[config.mk]
export PLATFORM = sky130hd
export DESIGN_NAME = rtc_inc_filter
export DESIGN_NICKNAME = d
export VERILOG_FILES = /design/src/rtl/rtc_inc_filter.sv
export SDC_FILE = /design/constraint.sdc
export NUM_CORES = 1
export LEC_CHECK = 0
export BUFFER_PORTS_ARGS = -buffer_cell sky130_fd_sc_hd__buf_2
export CORE_MARGIN = 5
export CORE_UTILIZATION = 65
export DETAILED_ROUTE_END_ITERATION = 12
export PLACE_DENSITY = 0.89
export SLEW_MARGIN = 10
export SYNTH_ARGS = -nofsm -noshare
export SYNTH_HDL_FRONTEND = slang
export SYNTH_SLANG_ARGS = --single-unit
export TNS_END_PERCENT = 1
[constraint.sdc]
create_clock -name clk -period 15.2 [get_ports clk]
set_input_delay 3.04 -clock clk [delete_from_list [all_inputs] [get_ports clk]]
set_output_delay 3.04 -clock clk [all_outputs]
set_load 0.01 [all_outputs]
[src/rtl/rtc_inc_filter.sv]
module rtc_inc_filter #(
  parameter int RES_W = 24,
  parameter int INC_W = 24,
  parameter int LO_W  = 16,
  parameter int SCALE = 45813,
  parameter int SHIFT = 8
) (
  input  logic                  clk,
  input  logic                  rst_n,
  input  logic                  pass_start,
  input  logic                  res_valid,
  input  logic [RES_W-1:0]      res_data,
  output logic [LO_W-1:0]       inc_lo,
  output logic [INC_W-LO_W-1:0] inc_hi,
  output logic                  inc_wr,
  output logic                  upd_req,
  output logic                  busy
);
  localparam int SC_W   = $clog2(SCALE + 1);
  localparam int HALF   = RES_W / 2;
  localparam int PLO_W  = HALF + SC_W;
  localparam int PHI_W  = RES_W - HALF + SC_W;
  localparam int PROD_W = RES_W + SC_W;
  localparam logic [SC_W-1:0] SC = SC_W'(SCALE);

  typedef enum logic [2:0] {S_IDLE, S_MUL, S_SUM, S_AVG, S_UPD} st_t;
  st_t st;

  logic [RES_W-1:0]  res_q;
  logic [PLO_W-1:0]  pr_lo;
  logic [PHI_W-1:0]  pr_hi;
  logic [INC_W:0]    raw_q;
  logic [INC_W-1:0]  inc;
  logic              first;
  logic [PROD_W-1:0] psum;
  logic [INC_W-1:0]  nxt;

  assign psum = (PROD_W'(pr_hi) << HALF) + PROD_W'(pr_lo);
  assign nxt  = first ? raw_q[INC_W-1:0]
                      : INC_W'(({1'b0, inc} + raw_q) >> 1);
  assign busy   = (st != S_IDLE);
  assign inc_lo = inc[LO_W-1:0];
  assign inc_hi = inc[INC_W-1:LO_W];

  always_ff @(posedge clk) begin
    if (!rst_n) begin
      st      <= S_IDLE;
      res_q   <= '0;
      pr_lo   <= '0;
      pr_hi   <= '0;
      raw_q   <= '0;
      inc     <= '0;
      first   <= 1'b1;
      inc_wr  <= 1'b0;
      upd_req <= 1'b0;
    end else begin
      inc_wr <= 1'b0;
      if (pass_start) upd_req <= 1'b0;
      case (st)
        S_IDLE: if (res_valid) begin
          res_q <= res_data;
          st    <= S_MUL;
        end
        S_MUL: begin
          pr_lo <= PLO_W'(res_q[HALF-1:0]) * PLO_W'(SC);
          pr_hi <= PHI_W'(res_q[RES_W-1:HALF]) * PHI_W'(SC);
          st    <= S_SUM;
        end
        S_SUM: begin
          raw_q <= (INC_W+1)'(psum >> SHIFT);
          st    <= S_AVG;
        end
        S_AVG: begin
          inc    <= nxt;
          first  <= 1'b0;
          inc_wr <= 1'b1;
          st     <= S_UPD;
        end
        S_UPD: begin
          upd_req <= 1'b1;
          st      <= S_IDLE;
        end
        default: st <= S_IDLE;
      endcase
    end
  end
endmodule


# Yosys cells after proc, flatten, opt, wreduce, memory -nomap -nowiden
# Cells that the tools add are included.
[op_classes] addsub=2 mul=2 eq_ne=5 mux=6 reduce_logical=4
[op_table] op="$add 33x28->33" n=1
[op_table] op="$mul 12x16->28 const B" n=1
[op_table] op="$add 24x25->25" n=1
[op_table] op="$mux 24" n=1
[op_table] op="$mul 12x16->21 const B" n=1
[op_table] op="$pmux 3 s4" n=1
[op_table] op="$eq 3x2->1 const B" n=2
[op_table] op="$eq 3x1->1 const B" n=1
[op_table] op="$eq 3x3->1 const B" n=1
[op_table] op="$logic_not 3->1" n=1
[op_table] op="$mux 1" n=3
[op_table] op="$mux 3" n=1
[op_table] op="$reduce_bool 3->1" n=1
[op_table] op="$ne 2x2->1 const B" n=1
[op_table] op="$reduce_and 2->1" n=1
[op_table] op="$reduce_bool 2->1" n=1
[word_totals] reg_bits=128 inputBits=28 out_inout_bits=27

# Logic depth before layout (Yosys ltp)
# Gate-level depths: netlist of run 1.
[logic_depth] depth_word=2 ltp_mapped=19 ltp_nobuf=19

# Worst setup path after synthesis of run 1
# Ideal clock, no wire load.
[synth_path] path_type="register to register" startpoint="reg res_q[9]" endpoint="reg pr_lo[26]" t_arrival_ns=5.056 required_ns=15.078 slack_ns=10.022 path_stages_with_launch=19 path_buffers=0 path_cell_list="dfxtp_1 fa_1 inv_1 fa_1 inv_1 fa_1 fa_1 inv_1 fa_1 inv_1 ha_1 a21o_1 a21o_1 a2111oi_2 o21ai_1 and4_4 o21ai_2 a2111oi_0 a311o_1"
[synth_between] elab_chain_cells=1
[synth_lines] element="start: declaration" line_no="29" text="logic [RES_W-1:0] res_q;"
[synth_lines] element="start signal: assignment" line_no="61" text="res_q <= res_data;"
[synth_lines] element="$mul 12x16->28" line_no="65" text="pr_lo <= PLO_W'(res_q[HALF-1:0]) * PLO_W'(SC);"
[synth_lines] element="end signal: assignment" line_no="65"
[synth_lines] element="end: declaration" line_no="30" text="logic [PLO_W-1:0] pr_lo;"
# Every way passes these cells.
# A chain may end at the register's enable or synchronous reset.

# Worst setup path after layout of run 1
[layout_path] startpoint="reg res_q[9]" endpoint="reg pr_lo[27]"
# Same word-level chain as after synthesis.

==> results by group, run 1 <==
Worst setup path
  • WP depth: 17
  • Worst EP arrival: 6.02 ns
  • CP Class: reg2reg
  • Critical path's most frequent cell: fa_1
  • CP Max Fanout: 7
  • WP data required: 15.52 ns
  • Largest delay share family, worst path: adder cells
  • Critical path capture point type: register
  • R2R setup slack: 9.50 ns
  • WP buf/inv: 4
  • Cell breakdown of the critical path: fa_1, inv_1, fa_1, inv_1, fa_1, fa_1, inv_1, fa_1, inv_1, ha_1, a21o_1, a2111oi_0, o21bai_1, and4_4, o211ai_1, nand3_1, a41o_1
  • Startpoint types: register
  • Max incr delay on CP: 0.62 ns
  • Worst R2R Start: res_q[9]$_SDFFE_PN0P_
  • Slowest cell on the critical path: fa_1
  • Critical R2R Capture: pr_lo[27]$_SDFFE_PN0P_
  • Worst R2R Path Depth: 17

Power
  • Leak: 6.65 nW
  • Final Power: 1.56 mW
  • Power per cell area: 114 nW/um2
  • Peak supply drop: 0.119 mV

Placement
  • Dpl ws: 9.64 ns
  • Routability cong.: 0.940
  • Dpl hpwl: 22200 um
  • I/O Buffers: 54

Layout
  • Area grow syn2layout: 8.44%
  • Layout cells sized above 1: 0.0787
  • Multi-input combinational cell area: 9100 um2
  • Number of antenna repair diodes: 0
  • NumNets Final: 1835
  • Sequential cell area: 2400 um2
  • Filler cell count: 1463

Floorplan
  • CORE AREA: 19300 um2
  • Initial core utilization: 0.654
  • Die Y: 149 um
  • FP Rows: 51
  • Die ar.: 22300 um2
  • Num ports: 55
  • Die X: 149 um

Flow run
  • Max-cap violations: 0

Logic synthesis
  • Syn_nets: 1805
  • Synth top area share: 0.200
  • Fraction of registers with async set/reset: 0
  • Post-synth cell types: 76
  • Cell Area, Synth: 12600 um2
  • Yosys reg bits: 120
  • Main flop type after synthesis: dfxtp_1
  • Seq/Total Area, Yosys: 0.191
  • EDFF count, synth: 0
  • Syn Area/Cell: 8.58 um2
  • Cell count after synthesis: 1470
  • Area leader, netlist: fa_1
  • Ys Warns: 0
  • Area contributors post-synth: fa_1 20%, dfxtp_1 19%, ha_1 18%

Timing
  • Setup ws final: 9.50 ns
  • Setup TNS: 0 ns
  • # setup viols final: 0
  • Slew headroom: 0.268
  • Final Max Tran Viols: 0
  • Hold WS: 0.463 ns
  • Worst Max-Slew Pin Slew: 1.09 ns
  • Hold Vio Cnt, Final: 0
  • Max Freq: 175 MHz
  • Unrepaired setup endpoints after global routing: no
  • Layout Skew: 0.00927 ns
  • Min Clock Period, post-route: 5.70 ns
  • Final Cycle Share: 0.375

Global route
  • Initial antenna violation count: 1
  • Largest net degree at the start of global routing: 85
  • First-pass GRT wire length: 48200 um
  • GRT overflow: 0
  • Gr usage total: 0.264
  • Vias in the first global route: 10300

Clocking
  • Setup Buffers After CTS: 0
  • H-tree levels: 4
  • CTS Buf Count: 17
  • Clk root buf: clkbuf_16
  • Clk_lat worst skew: 0.42 ns
  • CTS tree: built
  • Clock sink total: 120
  • Clk buf depth: 2
  • CTS resizes: 0
  • Cts hold-fix bufs: 0
  • Clk slew on worst S/H paths: 0.06 ns

Routing
  • Via Count: 10200
  • Detailed Route Iter0 Violations: 758
  • Routed Wire Length: 28400 um
  • Drt first pass iters: 5
  • Remaining DRCs: 0
  • Routed vias/inst: 5.76
  • Antenna Nets Post-Route: 0
  • Wire per inst: 15.9 um

Min path
  • WHS Endpoint: pr_hi[9]$_SDFFE_PN0P_
  • Worst Hold Depth: 2
  • Hold Path Origin: pr_hi[9]$_SDFFE_PN0P_
  • Hold WC Path Type: reg2reg

Status
  • Outcome: finished clean
## worst min-delay path: stages, from the launching register on
cell and delay (ns):
dfxtp_1 0.31, nand2_1 0.05, a21oi_1 0.05
## where the power goes
group	leakage [nW]	total (mW)	internal, mW	switching [mW]
clock	0.286	0.415	0.250	0.165
sequential	0.975	0.381	0.346	0.0354
combinational	5.39	0.762	0.319	0.443
## sequential cells by signal, indices dropped and copies added (netlist names)
signal   flops
pr_lo       20
first        1
inc         24
raw_q       25
upd_req      1
inc_wr       1
res_q       24
pr_hi       21
st           3
## cell families after synthesis
family | count (synthesis) | share of synthesized area
DFF | 120 | 0.191
AOI/OAI and AO/OA | 320 | 0.161
muxes | 4 | 0.00318
adders and majority gates | 307 | 0.380
buffers and inverters | 295 | 0.0881
xor gates and xnor gates | 61 | 0.0424
and+or+nand+nor | 363 | 0.135
## through the flow
stage | cells | utilization | area [um2]
after CTS | 1778 | 0.709 | 13700
after detailed placement | 1746 | 0.678 | 13100
after global placement | 1746 | 0.678 | 13100
after global routing | 1778 | 0.709 | 13700
after floorplan | 1470 | - | 12600
final | 1778 | 0.709 | 13700
## layer usage
layer | routed length, um | global-route usage | vias to the layer above
met5 | 0 | 0 | -
met4 | 568 | 0.0673 | 0
met3 | 1640 | 0.0425 | 56
met2 | 13800 | 0.455 | 337
met1 | 12300 | 0.348 | 4853
li1 | - | - | 4989
## how the worst max path moves through the flow
stage	start	end	slack (ns)
after CTS	res_q[9]$_SDFFE_PN0P_	pr_lo[26]$_SDFFE_PN0P_	9.64
after global placement	res_q[10]$_SDFFE_PN0P_	pr_lo[26]$_SDFFE_PN0P_	9.82
final	res_q[9]$_SDFFE_PN0P_	pr_lo[27]$_SDFFE_PN0P_	9.50
after detailed placement	res_q[10]$_SDFFE_PN0P_	pr_lo[26]$_SDFFE_PN0P_	9.64
after global routing	res_q[9]$_SDFFE_PN0P_	pr_lo[26]$_SDFFE_PN0P_	9.26
after floorplan	res_q[9]$_SDFFE_PN0P_	pr_lo[26]$_SDFFE_PN0P_	10.02
## synthesized netlist by cell type (8+ instances only)
| library cell | instances |
|---|---|
| nand3_1 | 39 |
| fa_1 | 126 |
| xnor2_1 | 36 |
| o21a_1 | 10 |
| nand4_1 | 9 |
| a21o_1 | 22 |
| ha_1 | 181 |
| inv_1 | 247 |
| dfxtp_1 | 120 |
| o211ai_1 | 24 |
| nor2_1 | 57 |
| nor2b_1 | 8 |
| clkbuf_1 | 43 |
| nand2_1 | 167 |
| o21bai_1 | 10 |
| o21ai_0 | 48 |
| a21oi_1 | 129 |
| a211oi_1 | 15 |
| nand3b_1 | 9 |
| or3_1 | 15 |
| a31oi_1 | 9 |
| nor3_1 | 16 |
| xor2_1 | 25 |
## cell type report
type,instances,area share
clock buffers,18,0.0321
repair buffers,59,0.0225
multi-input cells,1055,0.666
flip-flops and latches,120,0.176
inverters,247,0.0678
clock inverters,14,0.0120
well taps,265,0.0243
## cells in the final DEF, fill, tap and decap left out, types with 10 or more instances in the layout
| cell type | n |
|---|---|
| clkbuf_16 | 17 |
| or3_1 | 15 |
| o211ai_1 | 24 |
| nor3_1 | 16 |
| o21ai_0 | 48 |
| nor2_1 | 57 |
| a21oi_1 | 129 |
| a211oi_1 | 15 |
| xor2_1 | 25 |
| nand2_1 | 167 |
| o21bai_1 | 10 |
| nand3_1 | 39 |
| buf_2 | 54 |
| xnor2_1 | 36 |
| inv_1 | 246 |
| fa_1 | 126 |
| ha_1 | 181 |
| dfxtp_1 | 120 |
| a21o_1 | 22 |
| o21a_1 | 10 |
Note: power is estimated with default switching activity, not from simulation.
==> run 2, diff against run 1 <==
- ABC_AREA: unset -> 1
- clock period: 15.2 -> 5.5 ns (I/O delays scaled with it)
==> run 2 against run 1 <==
Final cell count rose by 29%. Worst hold slack improved by 0.0025 ns. Register-to-register slack got worse by 8.8 ns. Sequential share of layout area fell by 1.6 points. Combinational power rose to 5.8 times the previous value. Non-clock buffer count fell by 2. Critical path type unchanged. Largest cell class unchanged. Largest power group unchanged.
==> results by group, run 2 <==
Status
  • Outcome: finished clean

Worst setup path
  • WP data required: 5.83 ns
  • Critical path capture point type: register
  • CP Class: reg2reg
  • Worst EP arrival: 5.14 ns
  • CP Max Fanout: 7
  • Startpoint types: register

Logic synthesis
  • Cell count after synthesis: 1965
  • Post-Synth Simple-Gate Area: 0.197
  • Post-synth cell types: 43
  • Synth Area in Compound Gates: 0.133
  • Mux contribution to synthesized area: 0
  • EDFF count, synth: 0
  • Yosys reg bits: 120
  • Synth top cells by count: 459 x inv_1, 403 x nand2_1, 183 x a21oi_1
  • Syn_nets: 2300
  • Post-Synth Adder-Cell Area: 0.342
  • Count leader, synth: inv_1
  • Largest family of logic cells by synthesized area: adder cells
  • Seq/Total Area, Yosys: 0.172
  • Area leader, netlist: fa_1
  • Main flop type after synthesis: dfxtp_1
  • Fraction of registers with async set/reset: 0
  • Area contributors post-synth: fa_1 18%, dfxtp_1 17%, ha_1 16%
  • Xor/xnor share of the synthesized area: 0.0188
  • Ys Warns: 0
  • Synth top area share: 0.180
  • Syn Area/Cell: 7.12 um2
  • Cell Area, Synth: 14000 um2

Routing
  • Via Count: 12700
  • Wire per inst: 15.3 um
  • Detailed Route Iter0 Violations: 923
  • Met3 routed WL: 2010 um
  • Drt first pass iters: 9
  • Remaining DRCs: 0
  • Routed Wire Length: 35000 um
  • Met2 wire len: 17200 um
  • Uppermost routed layer: met4
  • Antenna Nets Post-Route: 0
  • Routed vias/inst: 5.54
  • Wire length on met1: 14500 um

Layout
  • Number of antenna repair diodes: 0
  • Area grow syn2layout: 7.63%
  • Commonest non-fill, non-tap cell in the layout: inv_1
  • Fin area: 15100 um2
  • Max reg flops: 25
  • NumNets Final: 2337
  • Layout cells sized above 1: 0.0546
  • Most frequent cells in the layout: 459 x inv_1, 403 x nand2_1, 183 x a21oi_1
  • Non-filler instance count after layout: 2290
  • Final design utilization: 0.714
  • Reg with most FFs: raw_q
  • Biggest regs: raw_q: 25 flops, inc: 24 flops, res_q: 24 flops

Power
  • Leak: 8.19 nW
  • Power per cell area: 443 nW/um2
  • Peak supply drop: 0.405 mV

Clocking
  • CTS Buf Count: 17
  • Setup Buffers After CTS: 0
  • Cts hold-fix bufs: 0
  • Clock sink total: 120
  • CTS tree: built
  • Clk slew on worst S/H paths: 0.06 ns
  • Clk_lat worst skew: 0.44 ns
  • Clk root buf: clkbuf_16
  • CTS resizes: 0
  • H-tree levels: 4
  • Clk buf depth: 2

Global route
  • Vias in the first global route: 12700
  • Initial antenna violation count: 0
  • GRT overflow: 0
  • First-pass GRT wire length: 58100 um
  • Gr usage total: 0.293
  • Largest net degree at the start of global routing: 76

Placement
  • I/O Buffers: 54
  • Dpl cells: 2258
  • Dpl hpwl: 28000 um
  • Placed Area: 14500 um2
  • Routability cong.: 0.971

Floorplan
  • Initial core utilization: 0.664
  • Die X: 157 um
  • Num ports: 55
  • FP Rows: 53
  • CORE AREA: 21100 um2
  • Die Y: 157 um
  • Die ar.: 24600 um2

Flow run
  • Max-cap violations: 0

Timing
  • Worst Max-Slew Pin Slew: 1.09 ns
  • Slew headroom: 0.275
  • Hold WS: 0.465 ns
  • Max Freq: 208 MHz
  • Min Clock Period, post-route: 4.80 ns
  • Unrepaired setup endpoints after global routing: no
  • Final Cycle Share: 0.873
  • Hold Vio Cnt, Final: 0
  • Layout Skew: 0.0166 ns
  • # setup viols final: 0
  • Final Max Tran Viols: 0
  • Setup TNS: 0 ns

Min path
  • Hold WC Path Type: reg2reg
==> run 2: logic make-up (layout without fill, tap and decap cells) <==
| family | after synthesis | after routing |
|---|---|---|
| fa+ha+maj | 307 | 307 |
| compound gates | 341 | 341 |
| buf+inv | 504 | 554 |
| xor+xnor | 30 | 30 |
| flops | 120 | 120 |
| simple gates | 663 | 663 |
==> run 2: path summary, 6_finish.rpt <==
kind,start,end,depth (start not counted),slack (ns)
worst max-delay path,res_q[10]$_SDFFE_PN0P_,pr_lo[22]$_SDFFE_PN0P_,20,0.70
worst min-delay path,pr_lo[9]$_SDFFE_PN0P_,raw_q[1]$_SDFFE_PN0P_,2,0.47
worst max register to register,res_q[10]$_SDFFE_PN0P_,pr_lo[22]$_SDFFE_PN0P_,20,0.70
worst min register to register,pr_lo[9]$_SDFFE_PN0P_,raw_q[1]$_SDFFE_PN0P_,2,0.47
==> run 2: worst max-delay path, stage by stage, from the launching register on <==
cell	delay, ns
dfxtp_1	0.41
fa_1	0.62
inv_1	0.08
fa_1	0.48
inv_1	0.05
fa_1	0.53
fa_1	0.56
inv_1	0.06
fa_1	0.53
inv_1	0.04
ha_1	0.33
a21oi_1	0.20
o21ai_0	0.09
a21oi_1	0.16
nand2_1	0.13
nand2_1	0.11
nand2_1	0.05
nand2_1	0.06
nand3_1	0.07
nand2_1	0.09
inv_1	0.03
==> run 2: final cells by class <==
cell class	instances	area (um2)
flip-flops and latches	120	2400
repair buffers	57	293
well taps	275	344
inverters	465	1750
fillers	1641	6030
clock inverters	15	179
clock buffers	17	425
multi-input cells	1341	9670
==> run 2: layer usage <==
metal | vias to the layer above | track usage
met1 | 5823 | 0.347
met5 | - | 0
met2 | 494 | 0.526
met4 | 0 | 0.124
met3 | 123 | 0.0448
li1 | 6242 | -
==> run 2: where the power goes <==
group	switching, mW	internal (mW)	leakage (nW)
registers	0.107	0.962	0.982
clock network	0.495	0.685	0.292
logic	2.80	1.62	6.91
total	3.40	3.27	8.19
==> run 2: through the flow <==
stage               power [mW]  worst slack (ns)
floorplan                 4.43              1.09
global placement          5.25             0.871
detailed placement        5.43             0.736
CTS                       6.64             0.706
global route              7.40             0.375
finish                    6.67             0.696
